`config.mk`:
```
export PLATFORM = sky130hd
export DESIGN_NAME = rate_prescaler
export DESIGN_NICKNAME = d
export VERILOG_FILES = /design/src/rtl/rate_prescaler_pkg.sv /design/src/rtl/rate_divider_dp.sv /design/src/rtl/rate_cfg_ctrl.sv /design/src/rtl/rate_prescaler.sv
export SDC_FILE = /design/constraint.sdc
export NUM_CORES = 1
export LEC_CHECK = 0
export BUFFER_PORTS_ARGS = -buffer_cell sky130_fd_sc_hd__buf_2
export CAP_MARGIN = 20
export CORE_UTILIZATION = 50
export CTS_BUF_LIST = sky130_fd_sc_hd__clkbuf_4 sky130_fd_sc_hd__clkbuf_8
export DETAILED_ROUTE_END_ITERATION = 8
export PLACE_DENSITY = 0.7
export SLEW_MARGIN = 20
export SYNTH_ARGS = -nofsm -noshare
export SYNTH_HDL_FRONTEND = slang
export SYNTH_SLANG_ARGS = --single-unit
export TNS_END_PERCENT = 20
```
`constraint.sdc`:
```
create_clock -name clk -period 2.1 [get_ports clk]
set_input_delay 0.21 -clock clk [delete_from_list [all_inputs] [get_ports clk]]
set_output_delay 0.21 -clock clk [all_outputs]
set_load 0.02 [all_outputs]
```
`src/rtl/rate_prescaler_pkg.sv`:
```
package rate_prescaler_pkg;
  localparam int SEL_W = 3;
  typedef logic [SEL_W-1:0] sel_t;

  // Strobe bundle from control to datapath.
  typedef struct packed {
    logic load;
    sel_t sel;
  } rateCmd_t;
endpackage

```
`src/rtl/rate_divider_dp.sv`:
```
module rate_divider_dp
  import rate_prescaler_pkg::*;
#(
  parameter int BASE_HALF = 1
) (
  input  logic     clk,
  input  logic     rstN,
  input  rateCmd_t cmd,
  output logic     osClk,
  output logic     osTick,
  output logic     wrapNow
);
  localparam int MAX_HALF = BASE_HALF << ((1 << SEL_W) - 1);
  localparam int CNT_W    = $clog2(MAX_HALF) + 1;

  logic [CNT_W-1:0] phaseCnt;
  logic [CNT_W-1:0] halfLimit;
  sel_t             curSel;

  always_comb halfLimit = (CNT_W'(BASE_HALF) << curSel) - CNT_W'(1);

  // ">=" so that a raw shrink of the limit ends the phase at once.
  assign wrapNow = (phaseCnt >= halfLimit);

  always_ff @(posedge clk or negedge rstN) begin
    if (!rstN) begin
      phaseCnt <= '0;
      osClk    <= 1'b0;
      osTick   <= 1'b0;
    end else begin
      osTick <= wrapNow && !osClk;
      if (wrapNow) begin
        phaseCnt <= '0;
        osClk    <= ~osClk;
      end else begin
        phaseCnt <= phaseCnt + CNT_W'(1);
      end
    end
  end

  always_ff @(posedge clk or negedge rstN) begin
    if (!rstN) curSel <= '0;
    else if (cmd.load) curSel <= cmd.sel;
  end

  // each wrap flips the output, and the output holds between wraps.
  a_r2_wrap_flips: assert property (@(posedge clk) disable iff (!rstN)
    wrapNow |=> (osClk != $past(osClk)));
  a_r2_hold_between: assert property (@(posedge clk) disable iff (!rstN)
    !wrapNow |=> $stable(osClk));
  // the tick marks rising phases only.
  a_r3_tick_on_rise: assert property (@(posedge clk) disable iff (!rstN)
    $rose(osClk) |-> osTick);
  a_r3_tick_only_rise: assert property (@(posedge clk) disable iff (!rstN)
    osTick |-> osClk);
endmodule

```
`src/rtl/rate_cfg_ctrl.sv`:
```
module rate_cfg_ctrl
  import rate_prescaler_pkg::*;
#(
  parameter int SYNC_STAGES = 2
) (
  input  logic     clk,
  input  logic     rstN,
  input  logic     cfgWr,
  input  sel_t     cfgSel,
  input  logic     cfgSync,
  input  logic     fastRate,
  input  logic     wrapNow,
  output rateCmd_t cmd,
  output logic     rateLocked,
  output logic     selErr
);
  localparam int LAST = SYNC_STAGES - 1;

  logic stgVld [SYNC_STAGES];
  sel_t stgSel [SYNC_STAGES];
  logic pendVld;
  sel_t pendSel;
  logic syncWr, rawWr, rawBlocked, rawAccept, commit, anyStage;

  assign syncWr     = cfgWr && cfgSync;
  assign rawWr      = cfgWr && !cfgSync;
  assign rawBlocked = rawWr && fastRate && (cfgSel != '0);
  assign rawAccept  = rawWr && !rawBlocked;
  assign commit     = pendVld && wrapNow && !rawAccept;

  // Synchronizer chain; a raw write flushes it.
  for (genvar g = 0; g < SYNC_STAGES; g++) begin : g_stage
    if (g == 0) begin : g_head
      always_ff @(posedge clk or negedge rstN) begin
        if (!rstN) begin
          stgVld[g] <= 1'b0;
          stgSel[g] <= '0;
        end else begin
          stgVld[g] <= syncWr && !rawAccept;
          stgSel[g] <= cfgSel;
        end
      end
    end else begin : g_tail
      always_ff @(posedge clk or negedge rstN) begin
        if (!rstN) begin
          stgVld[g] <= 1'b0;
          stgSel[g] <= '0;
        end else begin
          stgVld[g] <= stgVld[g-1] && !rawAccept;
          stgSel[g] <= stgSel[g-1];
        end
      end
    end
  end

  // Pending register: the newest arrival replaces any older value.
  always_ff @(posedge clk or negedge rstN) begin
    if (!rstN) begin
      pendVld <= 1'b0;
      pendSel <= '0;
    end else if (rawAccept) begin
      pendVld <= 1'b0;
    end else if (stgVld[LAST]) begin
      pendVld <= 1'b1;
      pendSel <= stgSel[LAST];
    end else if (commit) begin
      pendVld <= 1'b0;
    end
  end

  always_ff @(posedge clk or negedge rstN) begin
    if (!rstN) selErr <= 1'b0;
    else if (rawBlocked) selErr <= 1'b1;
  end

  always_comb begin
    anyStage = 1'b0;
    for (int i = 0; i < SYNC_STAGES; i++) anyStage = anyStage | stgVld[i];
  end

  assign rateLocked = !anyStage && !pendVld;
  assign cmd.load   = rawAccept || commit;
  assign cmd.sel    = rawAccept ? cfgSel : pendSel;

  // a load not caused by a raw write only happens at a divider wrap.
  a_r5_load_at_wrap: assert property (@(posedge clk) disable iff (!rstN)
    (cmd.load && !(cfgWr && !cfgSync)) |-> wrapNow);
  // a synchronized write drops the lock status in the next cycle.
  a_r6_unlock: assert property (@(posedge clk) disable iff (!rstN)
    (cfgWr && cfgSync) |=> !rateLocked);
  // refused writes never load, and they raise the flag.
  a_r7_refuse: assert property (@(posedge clk) disable iff (!rstN)
    (cfgWr && !cfgSync && fastRate && cfgSel != '0) |-> !cmd.load);
  a_r7_flag_set: assert property (@(posedge clk) disable iff (!rstN)
    (cfgWr && !cfgSync && fastRate && cfgSel != '0) |=> selErr);
  a_r7_sticky: assert property (@(posedge clk) disable iff (!rstN)
    selErr |=> selErr);
endmodule

```
`src/rtl/rate_prescaler.sv`:
```
module rate_prescaler
  import rate_prescaler_pkg::*;
#(
  parameter int BASE_HALF   = 1,
  parameter int SYNC_STAGES = 2
) (
  input  logic       clk,
  input  logic       rstN,
  input  logic       cfgWr,
  input  logic [2:0] cfgSel,
  input  logic       cfgSync,
  input  logic       fastRate,
  output logic       osClk,
  output logic       osTick,
  output logic       rateLocked,
  output logic       selErr
);
  rateCmd_t rateCmd;
  logic     wrapNow;

  rate_cfg_ctrl #(.SYNC_STAGES(SYNC_STAGES)) u_ctrl (
    .clk        (clk),
    .rstN       (rstN),
    .cfgWr      (cfgWr),
    .cfgSel     (cfgSel),
    .cfgSync    (cfgSync),
    .fastRate   (fastRate),
    .wrapNow    (wrapNow),
    .cmd        (rateCmd),
    .rateLocked (rateLocked),
    .selErr     (selErr)
  );

  rate_divider_dp #(.BASE_HALF(BASE_HALF)) u_dp (
    .clk     (clk),
    .rstN    (rstN),
    .cmd     (rateCmd),
    .osClk   (osClk),
    .osTick  (osTick),
    .wrapNow (wrapNow)
  );
endmodule

```
# Word level (Yosys, flattened, before mapping)
# Cells that the tools add are included.
# word_totals
wordCells,44
output_inout_bits,4
regBits,26
in_bits,8
# classes
bitwise_logic,3
reduce_logical,21
addsub,2
n_mux,5
n_lt_le_gt_ge,1
shifts,1
# op_table
op,count
$logic_and 1x1->1,11
$add 8x1->8 const B,1
$ge 8x8->1,1
$mux 8,1
$shl 1x3->8 const A,1
$sub 8x2->8 const B,1
$logic_not 1->1,6
$reduce_bool 3->1,2
$mux 1,3
$mux 3,1
$not 1->1,2
$reduce_and 2->1,1
$logic_or 1x1->1,1
$or 1x1->1,1

# Logic depth before layout (Yosys ltp)
# Gate-level depths: netlist of the first run.
# depth
word_depth,11
mapped_depth,7
ltp_nobuf,7

# Modules after synthesis
# A second synthesis of the first run with hierarchy kept.
# hier_totals
hier_cells,103
hier_area_um2,1199.9
# modules_own_cells
module,seq_area_each_um2,cells_per_inst,area_each_um2,n_inst
rate_divider_dp,325.3,70,726.9,1
rate_cfg_ctrl,325.3,33,473.0,1

# Worst setup path after synthesis of the first run
# Ideal clock, no wire load.
# synth_timing
path_kind,register to register
start,reg u_dp.curSel[1]
end,reg u_dp.osClk
stages_incl_launch_ff,8
setup_ns,0.131
arrival_ns,1.663
period_less_slack_ns,1.795
slack_ns,0.305
required_time_ns,1.969
path_buffers,0
path_cell_list,dfrtp_1 -> or3_1 -> ha_1 -> a31oi_1 -> nor2b_1 -> o21ai_2 -> nand2_2 -> xor2_1
# synth_via
elab_chain_cells,3
# synth_lines
item,line,source
"start, declared",rate_divider_dp.sv:18,sel_t curSel;
"start signal, assigned",rate_divider_dp.sv:43,else if (cmd.load) curSel <= cmd.sel;
$shl 1x3->8,rate_divider_dp.sv:20,always_comb halfLimit = (CNT_W'(BASE_HALF) << curSel) - CNT_W'(1);
$sub 8x2->8,rate_divider_dp.sv:20,
$ge 8x8->1,rate_divider_dp.sv:23,assign wrapNow = (phaseCnt >= halfLimit);
"end signal, assigned",rate_divider_dp.sv:34,osClk <= ~osClk;
"end, declared",rate_divider_dp.sv:9,"output logic osClk,"
# Every way passes these cells.
# A chain may end at the register's enable or synchronous reset.

# Worst setup path after layout of the first run
# layout_timing
start,reg u_dp.curSel[1]
end,reg u_dp.curSel[0]
# layout_via
elab_chain_cells,6
# layout_lines
item,line,source
$shl 1x3->8,rate_divider_dp.sv:20,
$sub 8x2->8,rate_divider_dp.sv:20,
$ge 8x8->1,rate_divider_dp.sv:23,
$logic_and 1x1->1 (2 in a row),rate_cfg_ctrl.sv:29,assign commit = pendVld && wrapNow && !rawAccept;
$logic_or 1x1->1,rate_cfg_ctrl.sv:82,assign cmd.load = rawAccept || commit;
# Every way passes these cells.

==> flow_summary.toml, run 1 <==
[route]
met3WireLength_um = 60
highest_layer = "met4"
ant_nets = 0
dr.pass1.iters = 4
post_drt_wl_per_cell_um = 13.2
wl_met1_um = 1060
drt_iter0_markers = 17
drc = 0
routed-wl-met2_um = 897
viasPerCell = 5.38
vias = 840
finalWirelength_um = 2060

[floorplanning]
dieArea_mm2 = 0.00269
start_util = 0.546
die_h_um = 51.9
io_pins = 12
die_x_um = 51.9
coreArea_mm2 = 0.00228
row_count = 17

[sta]
setup_viol = 0
relSlewSlack = 0.627
hold_violations = 0
fin_ws_ns = 0.0752
post-route-period-util = 0.964
finalCriticalPeriod_ns = 2.02
fmax_mhz = 494
tightest_slew_ns = 0.559
holdWs_ns = 0.0221
skew_ns = 0.00443
final_max_slew_viol_count = 0

[worst_setup_path]
worstPathCellList = "or3_1, ha_1, a31oi_2, nor2b_2, o211ai_1, nand3_1, a31oi_1"
crit_type = "flop to flop"
max_stage_delay_ns = 0.47
crit_path_end_kind = "flop"
critPathLaunchType = "flop"
crit_slowest_cell = "dfrtp_2"
cp.required_ns = 2.34
path_max_fanout = 7
cp_top_family = "compound AO/OA/AOI/OAI gates"
path_buf_inv = 0
critPathArrivalTime_ns = 2.27

[clock_network]
root_buffer = "clkbuf_4"
insertion_delay_ns = 0.32
cts_buffers = 3
htree_levels = 1
cts.sinks = 26
clk_pin_slew_ns = 0.13
cts_tree = "built"
cts_max_path_buffers = 2

[finish]
stdcell_count = 156
synthToLayoutAreaGrowth_pct = 12.8
drive_gt1_frac = 0.234
utilization = 0.616
fin_nets = 146
num_antenna_cells = 0

[yosys]
syn_area_per_cell_um2 = 11.1
yosysWarnings = 0
ys_types = 32
synth_fp_nets = 129
synth_area_leaders = "dfrtp_1, ha_1, nor2_1"
yosys-top-cells-count = "dfrtp_1, nor2_1, ha_1"
synthCells = 112
synth_top_area_cell = "dfrtp_1"
synth-edff-count = 0
synthesis.area_mm2 = 0.00124
ys.flop_type = "dfrtp_1"
synth-seq-area-share = 0.524
synthArstFlopShare = 1.00
ys_ff_latch = 26
synth_most_common_cell = "dfrtp_1"
synth_top_area_share = 0.524

[placement]
io_buffers = 11
placedCellCount = 150
gp_congestion = 0.796
dp_hpwl_um = 1490
pre_cts_ws_ns = 0.138

[global_routing]
grt_overflow = 0
grt_pass1_vias = 796
grt_pass1_wl_um = 3550
grt.total_usage = 0.184
antenna_found_initial = 0
grt_max_degree = 27

[power]
ir_worst_vdd_v = 0.000999
p_total_mw = 1.91
pwr_density_cell_mw_per_mm2 = 1360
power.leakage_nw = 0.686

[run]
max_cap_violations = 0

[min_path]
hold_path.class = "input pin to flop"

[outcome]
outcome = "complete, no violations"
[layout by cell type, fill, tap and decap left out, types with 3 or more instances in the layout]
master and instances:
a21oi_1 5, ha_1 9, nand3_1 7, o21ai_1 3, a31oi_1 4, mux2_4 3, xor2_1 5, nor2_1 14
clkbuf_4 3, buf_2 11, nand2_1 4, dfrtp_1 25, nand2b_1 3, inv_1 4
[what timing repair did]
action / CTS / global route
endpoints found under the setup margin: 0 / 4
resized for setup: 0 / 5
hold buffers: 1 / 0
hold endpoints to repair: 26 / 0
setup buffers: 0 / 1
[final timing paths]
kind	end	cells past startpoint	start	slack [ns]
setup / recovery	u_dp.curSel[0]$_DFFE_PN0P_	7	u_dp.curSel[1]$_DFFE_PN0P_	0.08
hold / removal	u_ctrl.stgSel[3]$_DFF_PN0_	1	cfgSel[0]	0.02
setup reg to reg	u_dp.curSel[0]$_DFFE_PN0P_	7	u_dp.curSel[1]$_DFFE_PN0P_	0.08
hold reg to reg	u_ctrl.stgSel[1]$_DFF_PN0_	0	u_ctrl.stgSel[4]$_DFF_PN0_	0.37
max in group asynchronous	u_dp.curSel[1]$_DFFE_PN0P_	2	rstN	1.31
min in group asynchronous	u_dp.phaseCnt[6]$_DFF_PN0_	2	rstN	0.40
[cells by family after synthesis]
family | share of synthesized area
AO/OA/AOI/OAI | 0.110
XOR/XNOR | 0.0493
adder cells (fa/ha/maj) | 0.0906
buffers and inverters | 0.0211
flip-flops | 0.524
multiplexers | 0.0363
other | 0.00302
AND/OR/NAND/NOR | 0.166
[final cells by class]
cell class                 count  area [um2]
inverter                       4        15.0
timing repair buffer          13        72.6
clock buffer                   3        22.5
tap                           28        35.0
fill                         191         875
multi-input combinational     81         574
clock inverter                 1        30.0
sequential                    26         652
[flip-flops by register name, indices dropped and copies added, names as in the netlist]
name	count
u_dp.phaseCnt	8
u_ctrl.stgSel	6
u_ctrl.pendSel	3
u_dp.curSel	3
u_ctrl.stgVld	2
u_ctrl.pendVld	1
u_ctrl.selErr	1
u_dp.osClk	1
u_dp.osTick	1
[report_power, final]
part	switching, mW	leakage (nW)	internal (mW)
sequential	0.158	0.313	0.644
combinational	0.429	0.345	0.338
clock	0.144	0.0279	0.193
total	0.731	0.686	1.18
[per-stage QoR]
step / TNS (ns) / instance area [um2]
floorplan: 0 / 1240
finish: 0 / 1400
global placement: 0 / 1320
global route: -0.0852 / 1400
detailed placement: 0 / 1320
CTS: 0 / 1380
[layer usage]
layer  vias to the layer above  global-route usage
li1                        423                   -
met1                       393               0.272
met2                        19               0.267
met3                         5              0.0175
met4                         0              0.0946
met5                         -                   0
Note: power is estimated with default switching activity, not from simulation.
==> run 2, diff against run 1 <==
- BUFFER_PORTS_ARGS: -buffer_cell sky130_fd_sc_hd__buf_2 -> -buffer_cell sky130_fd_sc_hd__clkbuf_2
==> run 2 against run 1 <==
  * Non-clock buffer count increased by 4
  * Cell area increased by 2.3%
  * Die area unchanged
  * Critical endpoint is now u_dp.curSel[2]$_DFFE_PN0P_
  * Combinational power increased by 13%
  * Maximum frequency increased by 2.9%
  * Worst hold slack got worse by 0.0042 ns
  * Final cell count increased by 2.6%
==> flow_summary.toml, run 2 (same netlist as run 1, synthesis figures left out) <==
[placement]
gp_congestion = 0.792
io_buffers = 11
dp_hpwl_um = 1510

[sta]
finalCriticalPeriod_ns = 1.97
fmax_mhz = 508
post-route-period-util = 0.937
relSlewSlack = 0.587
setup_viol = 0
final_max_slew_viol_count = 0
fin_setup_tns_ns = 0
tightest_slew_ns = 0.620
hold_violations = 0
skew_ns = 0.00674

[clock_network]
cts_buffers = 3
cts_max_path_buffers = 2
root_buffer = "clkbuf_4"
insertion_delay_ns = 0.33
cts.sinks = 26
cts_tree = "built"
htree_levels = 1
clk_pin_slew_ns = 0.13

[finish]
fin_nets = 150
largest_register = "u_dp.phaseCnt"
reg_top3 = "u_dp.phaseCnt (8), u_ctrl.stgSel (6)"
num_antenna_cells = 0
synthToLayoutAreaGrowth_pct = 15.4
drive_gt1_frac = 0.280
largest_reg_flops = 8
final_cell_mix = "dfrtp_1, nor2_1, clkbuf_2, ha_1, nand3_1"
final_common_cell = "dfrtp_1"

[global_routing]
grt_pass1_vias = 847
grt_max_degree = 27
grt_pass1_wl_um = 3640
grt_overflow = 0
antenna_found_initial = 0
gr-usage-met1 = 0.260
gr-max-usage-layer = "met2"
grt.total_usage = 0.193
grt_use_met2 = 0.280
globalRouteMet3Util = 0.0351

[route]
vias = 862
finalWirelength_um = 2240
drt_iter0_markers = 15
ant_nets = 0
dr.pass1.iters = 4
drc = 0
post_drt_wl_per_cell_um = 14.0
viasPerCell = 5.39

[worst_setup_path]
crit_type = "flop to flop"
crit_slowest_cell = "dfrtp_2"
crit_path_end_kind = "flop"
critPathArrivalTime_ns = 2.22
worstPathCellList = "or3_4, ha_4, a31oi_2, nor2b_2, o211ai_1, nand3_1, a31oi_1"
cp.required_ns = 2.35
critPathLaunchType = "flop"
r2r-start = "u_dp.curSel[1]$_DFFE_PN0P_"
max_stage_delay_ns = 0.45
rrSetupSlack_ns = 0.13
path_max_fanout = 4
rr_endpoint = "u_dp.curSel[2]$_DFFE_PN0P_"
reg2reg_depth = 7

[run]
max_cap_violations = 0

[power]
ir_worst_vdd_v = 0.000945
pwr_density_cell_mw_per_mm2 = 1340
p_total_mw = 1.91
power.leakage_nw = 0.701

[floorplanning]
dieArea_mm2 = 0.00269
row_count = 17
die_x_um = 51.9
die_h_um = 51.9
io_pins = 12
coreArea_mm2 = 0.00228
start_util = 0.546

[min_path]
min_path_cells = 1
hp-start = "cfgSel[0]"
hold_end = "u_ctrl.stgSel[3]$_DFF_PN0_"
hold_path.class = "input pin to flop"

[outcome]
outcome = "complete, no violations"
-- run 2: power breakdown --
part           switching, mW  total (mW)  internal (mW)
Combinational          0.467       0.865          0.398
Clock                  0.149       0.256          0.106
Sequential             0.148       0.794          0.646
Total                  0.765        1.91           1.15
-- run 2: worst max-delay path by stage --
stage / from / endpoint / cells after the start
6_report: u_dp.curSel[1]$_DFFE_PN0P_ / u_dp.curSel[2]$_DFFE_PN0P_ / 7
2_1_floorplan: u_dp.curSel[1]$_DFFE_PN0P_ / u_dp.osClk$_DFFE_PN0N_ / 7
5_1_grt: u_dp.curSel[1]$_DFFE_PN0P_ / u_dp.curSel[0]$_DFFE_PN0P_ / 8
3_5_place_dp: u_dp.curSel[1]$_DFFE_PN0P_ / u_dp.osClk$_DFFE_PN0N_ / 7
4_1_cts: u_dp.curSel[1]$_DFFE_PN0P_ / u_dp.osClk$_DFFE_PN0N_ / 7
3_3_place_gp: u_dp.curSel[1]$_DFFE_PN0P_ / u_dp.osClk$_DFFE_PN0N_ / 7
-- run 2: area by class of cell --
type	count	area, um2
fillers	179	842
flip-flops and latches	26	653
multi-input cells	81	592
repair buffers	17	103
clock buffers	4	36.3
well taps	28	35.0
inverters	4	15.0
-- run 2: metrics by stage --
stage	worst slack [ns]	utilization	hold WS [ns]	area (um2)	std cells
2_1_floorplan	0.305	-	-0.0856	1240	112
3_3_place_gp	0.151	0.581	0.253	1320	150
3_5_place_dp	0.0826	0.581	0.254	1320	150
4_1_cts	0.0595	0.601	0.0130	1370	155
5_1_grt	-0.00272	0.630	0.0130	1430	160
6_report	0.133	0.630	0.0178	1430	160
-- run 2: layer usage --
layer / up-vias / routed length [um]
li1: 425 / -
met1: 413 / 1060
met2: 17 / 1020
met3: 7 / 83
met4: 0 / 70
met5: - / 0
-- run 2: critical path, delay by kind of cell (launching register included) --
family / cells / cell delay, ns
DFF: 1 / 0.45
adders and majority gates: 1 / 0.22
AOI/OAI and AO/OA: 3 / 0.64
and+or+nand+nor: 3 / 0.58
-- run 2: what timing repair did --
item	CTS	global route
hold endpoints to repair	26	0
hold buffers	1	0
gates resized for setup	0	6
setup endpoints to repair	0	11
setup buffers	0	5
==> run 3, diff against run 2 <==
- CORE_UTILIZATION: 50 -> 52
- PLACE_DENSITY: 0.7 -> 0.72
- clock period: 2.1 -> 2.6 ns (I/O delays scaled with it)
==> run 3 against run 2 <==
  * Sequential share of layout area is 1.5 points higher
  * Global-route usage shrank 0.084 points
  * Critical path depth did not move
  * Die area is 3.7% lower
  * Clock skew fell by 0.0050 ns
  * Final cell count down 3.1%
  * Combinational power fell by 33%
  * Utilization decreased by 1.0 points
  * Worst setup slack gained 0.45 ns
  * Sequential power is 18% lower
  * Count of clock-buffer cells in the layout decreased by 1
  * Flip-flop and latch count did not move
  * Critical path type unchanged
  * Largest cell class unchanged
==> flow_summary.toml, run 3 (same netlist as run 1, synthesis figures left out) <==
[floorplanning]
io_pins = 12
die_x_um = 50.9
coreArea_mm2 = 0.00223
row_count = 17
start_util = 0.556
die_h_um = 50.9
dieArea_mm2 = 0.00259

[sta]
holdWs_ns = 0.0554
fin_ws_ns = 0.582
fin_setup_tns_ns = 0
tightest_slew_ns = 0.641
hold_violations = 0
setup_viol = 0
fmax_mhz = 496
post-route-period-util = 0.776
finalCriticalPeriod_ns = 2.02
skew_ns = 0.00176
rsz0062_at_grt = "no"
relSlewSlack = 0.573
final_max_slew_viol_count = 0

[route]
met3WireLength_um = 103
finalWirelength_um = 2140
drc = 0
post_drt_wl_per_cell_um = 13.8
wl_met1_um = 1000
ant_nets = 0
vias = 855
dr.pass1.iters = 4
routed-wl-met2_um = 994
viasPerCell = 5.52
drt_iter0_markers = 16
highest_layer = "met4"

[placement]
io_buffers = 11
placedCellCount = 150
gp_congestion = 0.774
place_area_mm2 = 0.00132
pre_cts_ws_ns = 0.633
dp_hpwl_um = 1520

[worst_setup_path]
crit_top_cell = "a31oi_1"
crit_type = "flop to flop"
max_stage_delay_ns = 0.48
crit_slowest_cell = "dfrtp_1"
path_max_fanout = 7
cp.required_ns = 2.86
worstPathCellList = "or3_1, ha_1, a31oi_1, nor2b_1, o211ai_1, nand3_1, a31oi_1"
critPathArrivalTime_ns = 2.28
crit_path_end_kind = "flop"
critPathLaunchType = "flop"

[clock_network]
clk_pin_slew_ns = 0.14
htree_levels = 1
cts.sinks = 26
postCtsSetupBuffers = 0
cts_tree = "built"
cts_max_path_buffers = 2
insertion_delay_ns = 0.33
cts_buffers = 3
root_buffer = "clkbuf_4"

[outcome]
outcome = "complete, no violations"

[finish]
largest_register = "u_dp.phaseCnt"
largest_reg_flops = 8
fin_nets = 145
final_area_mm2 = 0.00138
synthToLayoutAreaGrowth_pct = 11.4
reg_top3 = "u_dp.phaseCnt (8), u_ctrl.stgSel (6)"
num_antenna_cells = 0
final_cell_mix = "dfrtp_1, nor2_1, clkbuf_2, ha_1, nand3_1"
drive_gt1_frac = 0.205
final_common_cell = "dfrtp_1"
stdcell_count = 155

[power]
ir_worst_vdd_v = 0.000715
pwr_density_cell_mw_per_mm2 = 1090
power.leakage_nw = 0.682

[global_routing]
grt_overflow = 0
antenna_found_initial = 0
grt_max_degree = 27
grt_pass1_wl_um = 3560
grt.total_usage = 0.192
grt_pass1_vias = 767

[run]
max_cap_violations = 0

[min_path]
hold_path.class = "input pin to flop"
[run 3: area by class of cell]
class,count,area (um2)
inverters,4,15.0
clock buffers,3,22.5
repair buffers,12,65.1
fillers,187,850
clock inverters,1,30.0
flip-flops and latches,26,651
well taps,28,35.0
multi-input cells,81,566
[run 3: path summary, 6_finish.rpt]
check	from	end	slack, ns	cells past startpoint
worst max-delay path	u_dp.curSel[1]$_DFFE_PN0P_	u_dp.curSel[1]$_DFFE_PN0P_	0.58	7
worst min-delay path	cfgSel[0]	u_ctrl.stgSel[3]$_DFF_PN0_	0.06	1
worst max register to register	u_dp.curSel[1]$_DFFE_PN0P_	u_dp.curSel[1]$_DFFE_PN0P_	0.58	7
worst min register to register	u_ctrl.stgSel[3]$_DFF_PN0_	u_ctrl.stgSel[0]$_DFF_PN0_	0.37	0
max in group asynchronous	rstN	u_ctrl.stgSel[1]$_DFF_PN0_	1.74	2
min in group asynchronous	rstN	u_dp.phaseCnt[5]$_DFF_PN0_	0.46	2
[run 3: worst max-delay path, delay by kind of cell, from the launching register on]
| family | cells | cell delay [ns] |
|---|---|---|
| flops | 1 | 0.48 |
| compound gates | 3 | 0.59 |
| simple gates | 3 | 0.59 |
| fa+ha+maj | 1 | 0.29 |
[run 3: stage by stage]
step	util	total power [mW]
after detailed placement	0.592	1.22
final	0.620	1.51
after global placement	0.592	1.19
after CTS	0.620	1.51
after global routing	0.620	1.63
after floorplan	-	1.07
[run 3: layer usage]
| layer | up-vias | track usage |
|---|---|---|
| li1 | 419 | - |
| met1 | 404 | 0.273 |
| met2 | 27 | 0.282 |
| met3 | 5 | 0.0357 |
| met4 | 0 | 0.0972 |
| met5 | - | 0 |
[run 3: what timing repair did]
action	4_1_cts	5_1_grt
endpoints found under the hold margin	26	0
hold buffers	1	0
gates resized for setup	0	0
[run 3: where the power goes]
| group | leakage, nW | switching, mW | internal [mW] |
|---|---|---|---|
| clock | 0.0279 | 0.126 | 0.156 |
| combinational | 0.341 | 0.331 | 0.250 |
| sequential | 0.314 | 0.130 | 0.518 |
